**config.mk**
```make
export PLATFORM = sky130hd
export DESIGN_NAME = intc_dual_line
export DESIGN_NICKNAME = d
export VERILOG_FILES = /design/src/rtl/intc_pkg.sv /design/src/rtl/intc_sync.sv /design/src/rtl/intc_regs.sv /design/src/rtl/intc_lines.sv /design/src/rtl/intc_dual_line.sv
export SDC_FILE = /design/constraint.sdc
export NUM_CORES = 1
export LEC_CHECK = 0
export BUFFER_PORTS_ARGS = -buffer_cell sky130_fd_sc_hd__clkbuf_2
export CAP_MARGIN = 20
export CORE_MARGIN = 5
export CORE_UTILIZATION = 25
export DETAILED_ROUTE_END_ITERATION = 10
export GPL_TIMING_DRIVEN = 0
export HOLD_SLACK_MARGIN = 0.1
export PLACE_DENSITY = 0.43
export SYNTH_ARGS = -nofsm -noshare
export SYNTH_HDL_FRONTEND = slang
export SYNTH_SLANG_ARGS = --single-unit
```
**constraint.sdc**
```tcl
create_clock -name clk -period 2.2 [get_ports clk]
set_clock_uncertainty 0.2 [all_clocks]
set_input_delay 0.11 -clock clk [delete_from_list [all_inputs] [get_ports clk]]
set_output_delay 0.11 -clock clk [all_outputs]
set_load 0.02 [all_outputs]
```
**src/rtl/intc_pkg.sv**
```systemverilog
package intc_pkg;
  parameter int NUM_SRC   = 23;
  parameter int NUM_FAST  = 4;
  parameter int BANK_W    = 16;
  parameter int SYNC_LEN  = 2;
  localparam int NUM_HIGH = NUM_SRC - BANK_W;

  typedef enum logic [1:0] {
    ADR_EN_A  = 2'd0,
    ADR_LVL_A = 2'd1,
    ADR_EN_B  = 2'd2,
    ADR_LVL_B = 2'd3
  } reg_adr_e;
endpackage

```
**src/rtl/intc_sync.sv**
```systemverilog
module intc_sync #(
  parameter int W      = 23,
  parameter int STAGES = 2
) (
  input  logic         clk,
  input  logic         rst_n,
  input  logic [W-1:0] d_async,
  output logic [W-1:0] q_sync
);
  logic [STAGES-1:0][W-1:0] stg_q;
  logic [STAGES-1:0][W-1:0] stg_d;

  always_comb begin
    stg_d[0] = d_async;
    for (int s = 1; s < STAGES; s++) stg_d[s] = stg_q[s-1];
  end

  genvar g;
  generate
    for (g = 0; g < STAGES; g++) begin : g_stage
      always_ff @(posedge clk or negedge rst_n) begin
        if (!rst_n) stg_q[g] <= '0;
        else        stg_q[g] <= stg_d[g];
      end
    end
  endgenerate

  assign q_sync = stg_q[STAGES-1];
endmodule

```
**src/rtl/intc_regs.sv**
```systemverilog
module intc_regs
  import intc_pkg::*;
#(
  parameter int N_SRC  = NUM_SRC,
  parameter int SET_W  = BANK_W
) (
  input  logic             clk,
  input  logic             rst_n,
  input  logic [1:0]       addr,
  input  logic             we,
  input  logic [SET_W-1:0] wdata,
  input  logic [N_SRC-1:0] level,
  output logic [N_SRC-1:0] enable,
  output logic [SET_W-1:0] rdata
);
  localparam int NB = N_SRC - SET_W;

  logic [SET_W-1:0] en_a_q, en_a_d;
  logic [NB-1:0]    en_b_q, en_b_d;

  always_comb begin
    en_a_d = en_a_q;
    en_b_d = en_b_q;
    if (we) begin
      case (reg_adr_e'(addr))
        ADR_EN_A: en_a_d = wdata;
        ADR_EN_B: en_b_d = wdata[NB-1:0];
        default:  ;
      endcase
    end
  end

  always_ff @(posedge clk or negedge rst_n) begin
    if (!rst_n) begin
      en_a_q <= '0;
      en_b_q <= '0;
    end else begin
      en_a_q <= en_a_d;
      en_b_q <= en_b_d;
    end
  end

  always_comb begin
    case (reg_adr_e'(addr))
      ADR_EN_A:  rdata = en_a_q;
      ADR_LVL_A: rdata = level[SET_W-1:0];
      ADR_EN_B:  rdata = SET_W'(en_b_q);
      default:   rdata = SET_W'(level[N_SRC-1:SET_W]);
    endcase
  end

  assign enable = {en_b_q, en_a_q};

  AST_LEVEL_WR_IGNORED: assert property (@(posedge clk) disable iff (!rst_n)
    (we && addr[0]) |=> $stable(enable));
  AST_EN_A_WRITE: assert property (@(posedge clk) disable iff (!rst_n)
    (we && addr == ADR_EN_A) |=> (enable[SET_W-1:0] == $past(wdata)));
  AST_B_UPPER_ZERO: assert property (@(posedge clk) disable iff (!rst_n)
    addr[1] |-> (rdata[SET_W-1:NB] == '0));
endmodule

```
**src/rtl/intc_lines.sv**
```systemverilog
module intc_lines #(
  parameter int N_SRC  = 23,
  parameter int N_FAST = 4
) (
  input  logic             clk,
  input  logic             rst_n,
  input  logic [N_SRC-1:0] level,
  input  logic [N_SRC-1:0] enable,
  output logic             fiq,
  output logic             irq
);
  logic [N_SRC-1:0] active;
  logic             fiq_d, irq_d;

  always_comb begin
    active = level & enable;
    fiq_d  = |active[N_FAST-1:0];
    irq_d  = |active[N_SRC-1:N_FAST];
  end

  always_ff @(posedge clk or negedge rst_n) begin
    if (!rst_n) begin
      fiq <= 1'b0;
      irq <= 1'b0;
    end else begin
      fiq <= fiq_d;
      irq <= irq_d;
    end
  end

  AST_FAST_ONLY_LOW_BITS: assert property (@(posedge clk) disable iff (!rst_n)
    ((level[N_FAST-1:0] & enable[N_FAST-1:0]) == '0) |=> !fiq);
  AST_LINES_DROP: assert property (@(posedge clk) disable iff (!rst_n)
    ((level & enable) == '0) |=> (!fiq && !irq));
endmodule

```
**src/rtl/intc_dual_line.sv**
```systemverilog
module intc_dual_line
  import intc_pkg::*;
#(
  parameter int N_SRC  = NUM_SRC,
  parameter int N_FAST = NUM_FAST,
  parameter int SET_W  = BANK_W,
  parameter int SYNC_N = SYNC_LEN
) (
  input  logic             clk,
  input  logic             rst_n,
  input  logic [N_SRC-1:0] src_req,
  input  logic [1:0]       reg_addr,
  input  logic             reg_we,
  input  logic [SET_W-1:0] reg_wdata,
  output logic [SET_W-1:0] reg_rdata,
  output logic             fiq_o,
  output logic             irq_o
);
  logic [1:0]       rst_pipe;
  logic             rst_int_n;
  logic [N_SRC-1:0] level;
  logic [N_SRC-1:0] enable;

  always_ff @(posedge clk or negedge rst_n) begin
    if (!rst_n) rst_pipe <= 2'b00;
    else        rst_pipe <= {rst_pipe[0], 1'b1};
  end
  assign rst_int_n = rst_pipe[1];

  intc_sync #(.W(N_SRC), .STAGES(SYNC_N)) i_sync (
    .clk(clk), .rst_n(rst_int_n), .d_async(src_req), .q_sync(level));

  intc_regs #(.N_SRC(N_SRC), .SET_W(SET_W)) i_regs (
    .clk(clk), .rst_n(rst_int_n), .addr(reg_addr), .we(reg_we),
    .wdata(reg_wdata), .level(level), .enable(enable), .rdata(reg_rdata));

  intc_lines #(.N_SRC(N_SRC), .N_FAST(N_FAST)) i_lines (
    .clk(clk), .rst_n(rst_int_n), .level(level), .enable(enable),
    .fiq(fiq_o), .irq(irq_o));

  logic [1:0] warm_q;
  always_ff @(posedge clk or negedge rst_int_n) begin
    if (!rst_int_n)          warm_q <= 2'd0;
    else if (warm_q != 2'd3) warm_q <= warm_q + 2'd1;
  end

  AST_SYNC_DELAY: assert property (@(posedge clk) disable iff (!rst_int_n)
    (warm_q == 2'd3) |-> (level == $past(src_req, 2)));
  AST_QUIET_ALL_DISABLED: assert property (@(posedge clk) disable iff (!rst_int_n)
    (enable == '0) |=> (!fiq_o && !irq_o));
endmodule

```
==> reports/results.tsv, run 1 <==
metric	value	unit
final setup vio count	0	
# DRC	0	
max frequency	502.8	MHz
RSZ-0062 raised after global routing	no	
Place WS	0.5235	ns
Worst path top cell family by delay	buffers and inverters	
Num CTS Buffers	9	
Lkg Pwr	1.750	nW
commonest non-fill, non-tap cell in the layout	dfrtp_1	
Fillers	996	
largest net degree at the start of global routing	51	
Crit path required time	2.22	ns
Die W	112.0	µm
Post-Syn Nets	190	
Crit Path Category	in -> reg	
post-DP HPWL	4.010	mm
Clk pwr share	0.330	
Routed WL per cell	14.25	µm
status	finished clean	
Area Overhead vs Synth	47.11	%
most frequent cells in the layout	dfrtp_1 (72), clkbuf_2 (59), dlygate4sd3_1 (49)	
crit-path cells	dlygate4sd3_1, clkbuf_2, nor3b_4, buf_4, mux2_2, dlygate4sd3_1	
Int Power	2.294	mW
worst r2r src	i_regs.en_a_q[0]	
Antenna Violating Nets Remaining	0	
Syn. warnings	0	
Pwr Total	3.085	mW
register area share after synthesis	0.7026	
synth top area cells	dfrtp_1 (70%), mux4_2 (6.1%), mux2_4 (5.8%)	
CTS clk-pin slew, worst paths	0.08	ns
Hold Vio Cnt, Final	0	
first-pass GRT wire length	9.680	mm
Top cell by count, worst path	dlygate4sd3_1	
latest clock arrival within the worst-skew pair	0.34	ns
Worst slew margin	0.5865	
Worst EP arrival	2.01	ns
share of post-route cells with drive strength above 1	0.4182	
R2R cell count	2	
Worst Tran Pin Value	0.6202	ns
die area	0.01254	mm²
GR Overflow Total	0	
vias in the first global route	1814	
clock root cell	clkbuf_8	
fin nets	314	
CTS sink count	73	
max-cap violations	0	
vias	1651	
Slowest cell on crit path	dlygate4sd3_1	
Clock Tree Buf Depth	2	
power per cell area	806.5	mW/mm²
vias per inst	4.017	
period utilization	0.9041	
Peak supply drop	0.4627	mV
Comb power frac	0.166	
P_sw	0.7906	mW
Initial Util	0.2541	
Slew Viols, Final	0	
crit path max fanout	5	
mapped cell area	0.002600	mm²
Setup crit end kind	register	
Final TNS setup	0	ns
Worst Path Buf+Inv	4	
top-area cell type share of the netlist area	0.7026	
CP Launch Type	input port	
R2R setup slack	0.66	ns
DRT Pass-1 Iters	4	
RePlAce Congestion	0.6499	
register share of total power	0.505	
htree depth	3	
Post-Syn Area per Cell	17.81	µm²
final hold slack	0.1101	ns
slowest stage delay, CP	0.55	ns
Final Routed Wirelength	5.855	mm
cell count after synthesis	146	
DRT iter0 DRCs	29	
Ports	62	
std cell rows	37	
PnR worst setup slack	0.2111	ns
CTS tree	done	
leading area contributor after synthesis	dfrtp_1	
Port Buffers	59	
chip height	112.0	µm
min-delay worst type	reg -> async	
Yosys reg bits	73	
CORE AREA	0.01023	mm²
Yosys cell types	18	
initial antenna violation count	0	
# diodes	0	
Sw Ratio	0.2563	
Tmin final	1.989	ns
Total GRT Usage	0.09953	
reg-to-reg endpoint	i_regs.en_a_q[0]	
## kinds of logic after synthesis
kind of cell | Yosys count | synth area share
buf+inv | 5 | 0.02069
mux | 39 | 0.2093
simple gates | 17 | 0.03320
flops | 73 | 0.7026
compound gates | 11 | 0.03272
other cells | 1 | 0.001442
## registers in the layout (all words and copies together), names as in the netlist
| signal | flops |
|---|---|
| rst_pipe | 2 |
| i_lines.irq | 1 |
| i_sync.q_sync | 23 |
| i_regs.en_b_q | 7 |
| i_regs.en_a_q | 16 |
| i_lines.fiq | 1 |
| i_sync.stg_d | 23 |
## power groups by stage
| stage | Sequential [mW] | Clock (mW) | Combinational (mW) |
|---|---|---|---|
| floorplan | 1.58 | 0 | 0.270 |
| global placement | 1.61 | 0 | 0.389 |
| detailed placement | 1.59 | 0 | 0.416 |
| CTS | 1.56 | 1.05 | 0.514 |
| global route | 1.58 | 1.12 | 0.560 |
| finish | 1.56 | 1.02 | 0.511 |
## synthesized netlist by cell type
cell type	n
buf_6	2
conb_1	1
mux2i_1	9
mux2_4	10
buf_4	1
nand3b_1	1
nor2_1	9
nor3b_4	1
dfrtp_1	73
buf_12	1
clkbuf_1	1
nand4_1	1
a22oi_1	10
nor3_1	1
a222oi_1	1
nand2_1	4
mux4_2	7
mux2_2	13
## worst register-to-register path: cells and delay by family, from the launching register on
| family | cells | cell delay [ns] |
|---|---|---|
| muxes | 1 | 0.27 |
| DFF | 1 | 0.41 |
| buffers and inverters | 1 | 0.55 |
## worst max path at each step
stage	startpoint	end	slack, ns	depth (start not counted)
6_report	reg_we	i_regs.en_a_q[2]	0.21	6
5_1_grt	reg_we	i_regs.en_a_q[2]	0.17	6
4_1_cts	reg_we	i_regs.en_a_q[1]	0.06	5
3_5_place_dp	reg_addr[1]	reg_rdata[3]	0.52	4
3_3_place_gp	rst_pipe[1]	i_sync.q_sync[8]	0.26	0
2_1_floorplan	rst_pipe[1]	i_lines.fiq	0.76	0
## metal layers
| layer | routed length (µm) | GRT usage |
|---|---|---|
| met5 | 0 | 0 |
| met4 | 88 | 0.03365 |
| met3 | 264 | 0.03315 |
| met2 | 2866 | 0.1571 |
| met1 | 2636 | 0.1289 |
## area by class of cell
type	count	area, µm²	area share
timing repair buffer	113	863.3	0.2257
tap	136	170.2	0.04449
multi-input combinational	68	719.4	0.1881
clock inverter	6	60.06	0.01570
clock buffer	10	127.6	0.03337
buffer	5	53.80	0.01407
sequential	73	1831	0.4786
## through the flow
step             util  cell area, µm²  instances
2_1_floorplan       -            2601        146
3_3_place_gp   0.2997            3067        341
3_5_place_dp   0.3027            3097        342
4_1_cts        0.3690            3775        407
5_1_grt        0.3739            3825        411
6_report       0.3739            3825        411
## repair_timing
action                                  CTS  global route
buffers inserted                          0             3
endpoints found under the hold margin    69             0
endpoints found under the setup margin    0             6
hold buffers                             49             0
gates resized for setup                   0             0
(Power assumes the default switching activity.)
==> inputs of run 2 (changes only) <==
--- a/config.mk
+++ b/config.mk
@@ -10,7 +10,6 @@
 export CORE_MARGIN = 5
 export CORE_UTILIZATION = 25
 export DETAILED_ROUTE_END_ITERATION = 10
-export GPL_TIMING_DRIVEN = 0
 export HOLD_SLACK_MARGIN = 0.1
 export PLACE_DENSITY = 0.43
 export SYNTH_ARGS = -nofsm -noshare
==> run 2 against run 1 <==
Clock power up 12%. Sequential power about the same. Register-to-register slack better by 0.03 ns. Critical endpoint is now reg_rdata[5].
==> reports/results.tsv, run 2 (synthesis gave the netlist of run 1 again) <==
metric	value	unit
PnR worst setup slack	0.4708	ns
Slew Viols, Final	0	
Place WS	0.4621	ns
final hold slack	0.09039	ns
R2R setup slack	0.69	ns
CORE AREA	0.01023	mm²
first-pass GRT wire length	9.777	mm
final std cells w/o fill	400	
power per cell area	854.5	mW/mm²
Worst Tran Pin Value	0.6043	ns
CP Launch Type	register	
# DRC	0	
Pwr Total	3.164	mW
RePlAce Congestion	0.6669	
Crit Path Category	reg -> out	
Final TNS setup	0	ns
Ports	62	
max-cap violations	0	
# resized after CTS	0	
Antenna Violating Nets Remaining	0	
min-delay worst type	reg -> async	
Setup crit end kind	output pin	
# diodes	0	
CTS sink count	73	
largest net degree at the start of global routing	72	
max frequency	578.3	MHz
Routed WL per cell	14.36	µm
chip height	112.0	µm
period utilization	0.7860	
Die W	112.0	µm
initial antenna violation count	0	
crit path max fanout	3	
Hold Vio Cnt, Final	0	
Final Routed Wirelength	5.744	mm
latest clock arrival within the worst-skew pair	0.34	ns
Num CTS Buffers	9	
vias per inst	3.988	
Clock Tree Buf Depth	2	
clock root cell	clkbuf_8	
Crit path required time	1.89	ns
most frequent cells in the layout	dfrtp_1 (72), clkbuf_2 (61), dlygate4sd3_1 (41)	
Setup Buffers After CTS	0	
CTS clk-pin slew, worst paths	0.07	ns
RSZ-0062 raised after global routing	no	
Total GRT Usage	0.1003	
std cell rows	37	
Initial Util	0.2541	
DRT Pass-1 Iters	4	
GR Overflow Total	0	
vias in the first global route	1879	
final setup vio count	0	
CP Launch Point	i_regs.en_b_q[5]	
crit path to	reg_rdata[5]	
worst r2r src	i_regs.en_a_q[4]	
Peak supply drop	0.4417	mV
Area Overhead vs Synth	42.40	%
Worst EP arrival	1.42	ns
Post-CTS Hold Buffers	41	
placed insts	343	
post-DP HPWL	3.876	mm
die area	0.01254	mm²
CTS tree	done	
vias	1595	
status	finished clean	
DRT iter0 DRCs	59	
commonest non-fill, non-tap cell in the layout	dfrtp_1	
reg-to-reg endpoint	i_lines.irq	
Tmin final	1.729	ns
htree depth	3	
Worst slew margin	0.5972	
fin nets	303	
Port Buffers	61	
Lkg Pwr	1.693	nW
R2R cell count	4	
share of post-route cells with drive strength above 1	0.4280	
==> run 2: report_power, final <==
group / switching [mW] / total, mW / internal [mW]
sequential: 0.0872 / 1.56 / 1.47
combinational: 0.200 / 0.465 / 0.265
clock: 0.498 / 1.14 / 0.643
==> run 2: worst max-delay path: stages, from the launching register on <==
cell and delay, ns:
dfrtp_1 0.41, mux4_2 0.50, clkbuf_2 0.18
==> run 2: metal layers <==
metal,vias up,track usage,part of all wire
met2,39,0.1651,0.50
li1,745,-,-
met5,-,0,0
met4,0,0.04567,0.017
met1,801,0.1275,0.45
met3,10,0.02011,0.034
==> run 2: area by class of cell <==
class	count	area (µm²)
well taps	136	170.2
fillers	980	6529
clock inverters	6	91.34
multi-input cells	68	719.4
clock buffers	10	127.6
repair buffers	107	765.7
flip-flops and latches	73	1828
==> run 2: how the worst min path moves through the flow <==
stage,startpoint,to,slack [ns],depth (start not counted)
2_1_floorplan,rst_n,rst_pipe[0],-0.39,0
3_3_place_gp,rst_n,rst_pipe[0],-0.30,1
3_5_place_dp,rst_n,rst_pipe[0],-0.30,1
4_1_cts,rst_pipe[1],i_sync.stg_d[24],0.12,1
5_1_grt,rst_pipe[1],i_sync.q_sync[16],0.15,1
6_report,rst_pipe[1],i_sync.q_sync[16],0.09,1
==> run 2: metrics by stage <==
| stage | instance area [µm²] | util |
|---|---|---|
| floorplan | 2601 | - |
| global placement | 3073 | 0.3004 |
| detailed placement | 3073 | 0.3004 |
| CTS | 3702 | 0.3619 |
| global route | 3702 | 0.3619 |
| finish | 3702 | 0.3619 |
==> inputs of run 3 (changes only) <==
==> constraint.sdc (replaced) <==
create_clock -name clk -period 1.5 [get_ports clk]
set_clock_uncertainty 0.2 [all_clocks]
set_input_delay 0.075 -clock clk [delete_from_list [all_inputs] [get_ports clk]]
set_output_delay 0.075 -clock clk [all_outputs]
set_load 0.02 [all_outputs]
==> run 3 against run 2 <==
Largest power group unchanged. Utilization is 2.8 points higher. The flow now finishes with violations (negative setup slack). Combinational power grew 89%. Largest cell class unchanged. Critical path depth did not move. Sequential share of layout area decreased by 3.6 points.
==> reports/results.tsv, run 3 (synthesis gave the netlist of run 1 again) <==
metric	value	unit
Setup crit end kind	output pin	
period utilization	1.118	
Initial Util	0.2541	
htree depth	3	
Lkg Pwr	1.835	nW
Area Overhead vs Synth	53.46	%
Clk pwr share	0.354	
min-delay worst type	reg -> async	
Clock Tree Buf Depth	2	
Routed WL per cell	13.83	µm
Tmin final	1.677	ns
std cell rows	37	
placed insts	347	
Post-DP Area	0.003128	mm²
final hold slack	0.08341	ns
# DRC	0	
vias per inst	4.036	
Antenna Violating Nets Remaining	0	
CORE AREA	0.01023	mm²
clock root cell	clkbuf_8	
power per cell area	1223	mW/mm²
DRT iter0 DRCs	46	
largest net degree at the start of global routing	72	
max-cap violations	0	
vias in the first global route	1918	
Comb power frac	0.181	
P_sw	1.199	mW
Worst EP arrival	1.40	ns
Crit path required time	1.22	ns
Hold Vio Cnt, Final	0	
Post-CTS Hold Buffers	42	
most frequent cells in the layout	dfrtp_1 (72), clkbuf_2 (53), dlygate4sd3_1 (42)	
commonest non-fill, non-tap cell in the layout	dfrtp_1	
Ports	62	
Design Area, Final	0.003990	mm²
first-pass GRT wire length	9.853	mm
failing checks	negative setup slack	
final setup vio count	7	
CTS sink count	73	
RSZ-0062 raised after global routing	yes	
fin nets	322	
GR Overflow Total	0	
vias	1691	
status	complete, but fails checks	
Num CTS Buffers	9	
post-DP HPWL	3.899	mm
Crit Path Category	reg -> out	
CP Launch Point	i_regs.en_b_q[5]	
worst r2r src	i_sync.q_sync[17]	
register share of total power	0.466	
initial antenna violation count	0	
RePlAce Congestion	0.7056	
latest clock arrival within the worst-skew pair	0.34	ns
CP Launch Type	register	
Peak supply drop	0.5706	mV
max frequency	596.3	MHz
Slew Viols, Final	0	
# diodes	0	
chip height	112.0	µm
CTS tree	done	
Sw Ratio	0.2458	
PnR worst setup slack	-0.1770	ns
crit path max fanout	2	
Total GRT Usage	0.1014	
Final TNS setup	-1.077	ns
die area	0.01254	mm²
final std cells w/o fill	419	
Int Power	3.681	mW
Die W	112.0	µm
share of post-route cells with drive strength above 1	0.4841	
CTS clk-pin slew, worst paths	0.08	ns
Port Buffers	61	
DRT Pass-1 Iters	4	
Final Routed Wirelength	5.794	mm
## run 3: changes by cell type in the layout (fill, tap and decap cells not counted), sizes merged
cell | previous run | this run
dlygate4sd3 | 41 | 42
buf | 5 | 30
clkbuf | 71 | 64
clkinv | 0 | 2
clkinvlp | 3 | 1
## run 3: final timing paths
check	endpoint	slack (ns)	cells after the start
setup / recovery	reg_rdata[5]	-0.18	2
hold / removal	i_sync.q_sync[0]	0.08	1
setup reg to reg	i_lines.irq	0.13	5
hold reg to reg	i_sync.q_sync[0]	0.08	1
max in group asynchronous	rst_pipe[1]	0.60	3
min in group clk	i_regs.en_a_q[9]	0.10	4
## run 3: final cells by class
type	count	area (µm²)
Timing Repair Buffer	126	1022
Clock inverter	6	90.09
Multi-Input combinational cell	68	742.0
Sequential cell	73	1828
Clock buffer	10	137.6
Fill cell	957	6241
Tap cell	136	170.2
## run 3: worst max-delay path, stage by stage, from the launching register on
cell and delay (ns):
dfrtp_1 0.40, mux4_2 0.51, buf_8 0.16
## run 3: power by group through the flow
stage	Sequential (mW)	Combinational, mW	Clock, mW
floorplan	2.31	0.396	0
global placement	2.32	0.629	0
detailed placement	2.32	0.634	0
CTS	2.27	0.849	1.78
global route	2.30	0.965	1.87
finish	2.27	0.881	1.73
## run 3: routing by layer
| layer | share of wire | global-route usage | wire (µm) | up-vias |
|---|---|---|---|---|
| met5 | 0 | 0 | 0 | - |
| met4 | 0.012 | 0.03365 | 72 | 0 |
| met3 | 0.043 | 0.03750 | 252 | 7 |
| met2 | 0.48 | 0.1595 | 2798 | 41 |
| met1 | 0.46 | 0.1298 | 2671 | 856 |
| li1 | - | - | - | 787 |
## run 3: repair_timing
item,in CTS,in global routing
buffers inserted,12,4
setup endpoints to repair,7,14
gates cloned,0,1
pin swaps,0,6
endpoints found under the hold margin,48,2
resized for setup,12,14
## run 3: metrics by stage
| step | total power [mW] | setup WS [ns] | util |
|---|---|---|---|
| finish | 4.880 | -0.1770 | 0.3900 |
| global route | 5.134 | -0.2334 | 0.3900 |
| CTS | 4.904 | -0.1902 | 0.3830 |
| detailed placement | 2.957 | 0.04530 | 0.3057 |
| global placement | 2.952 | 0.04382 | 0.3057 |
| floorplan | 2.707 | 0.05694 | - |
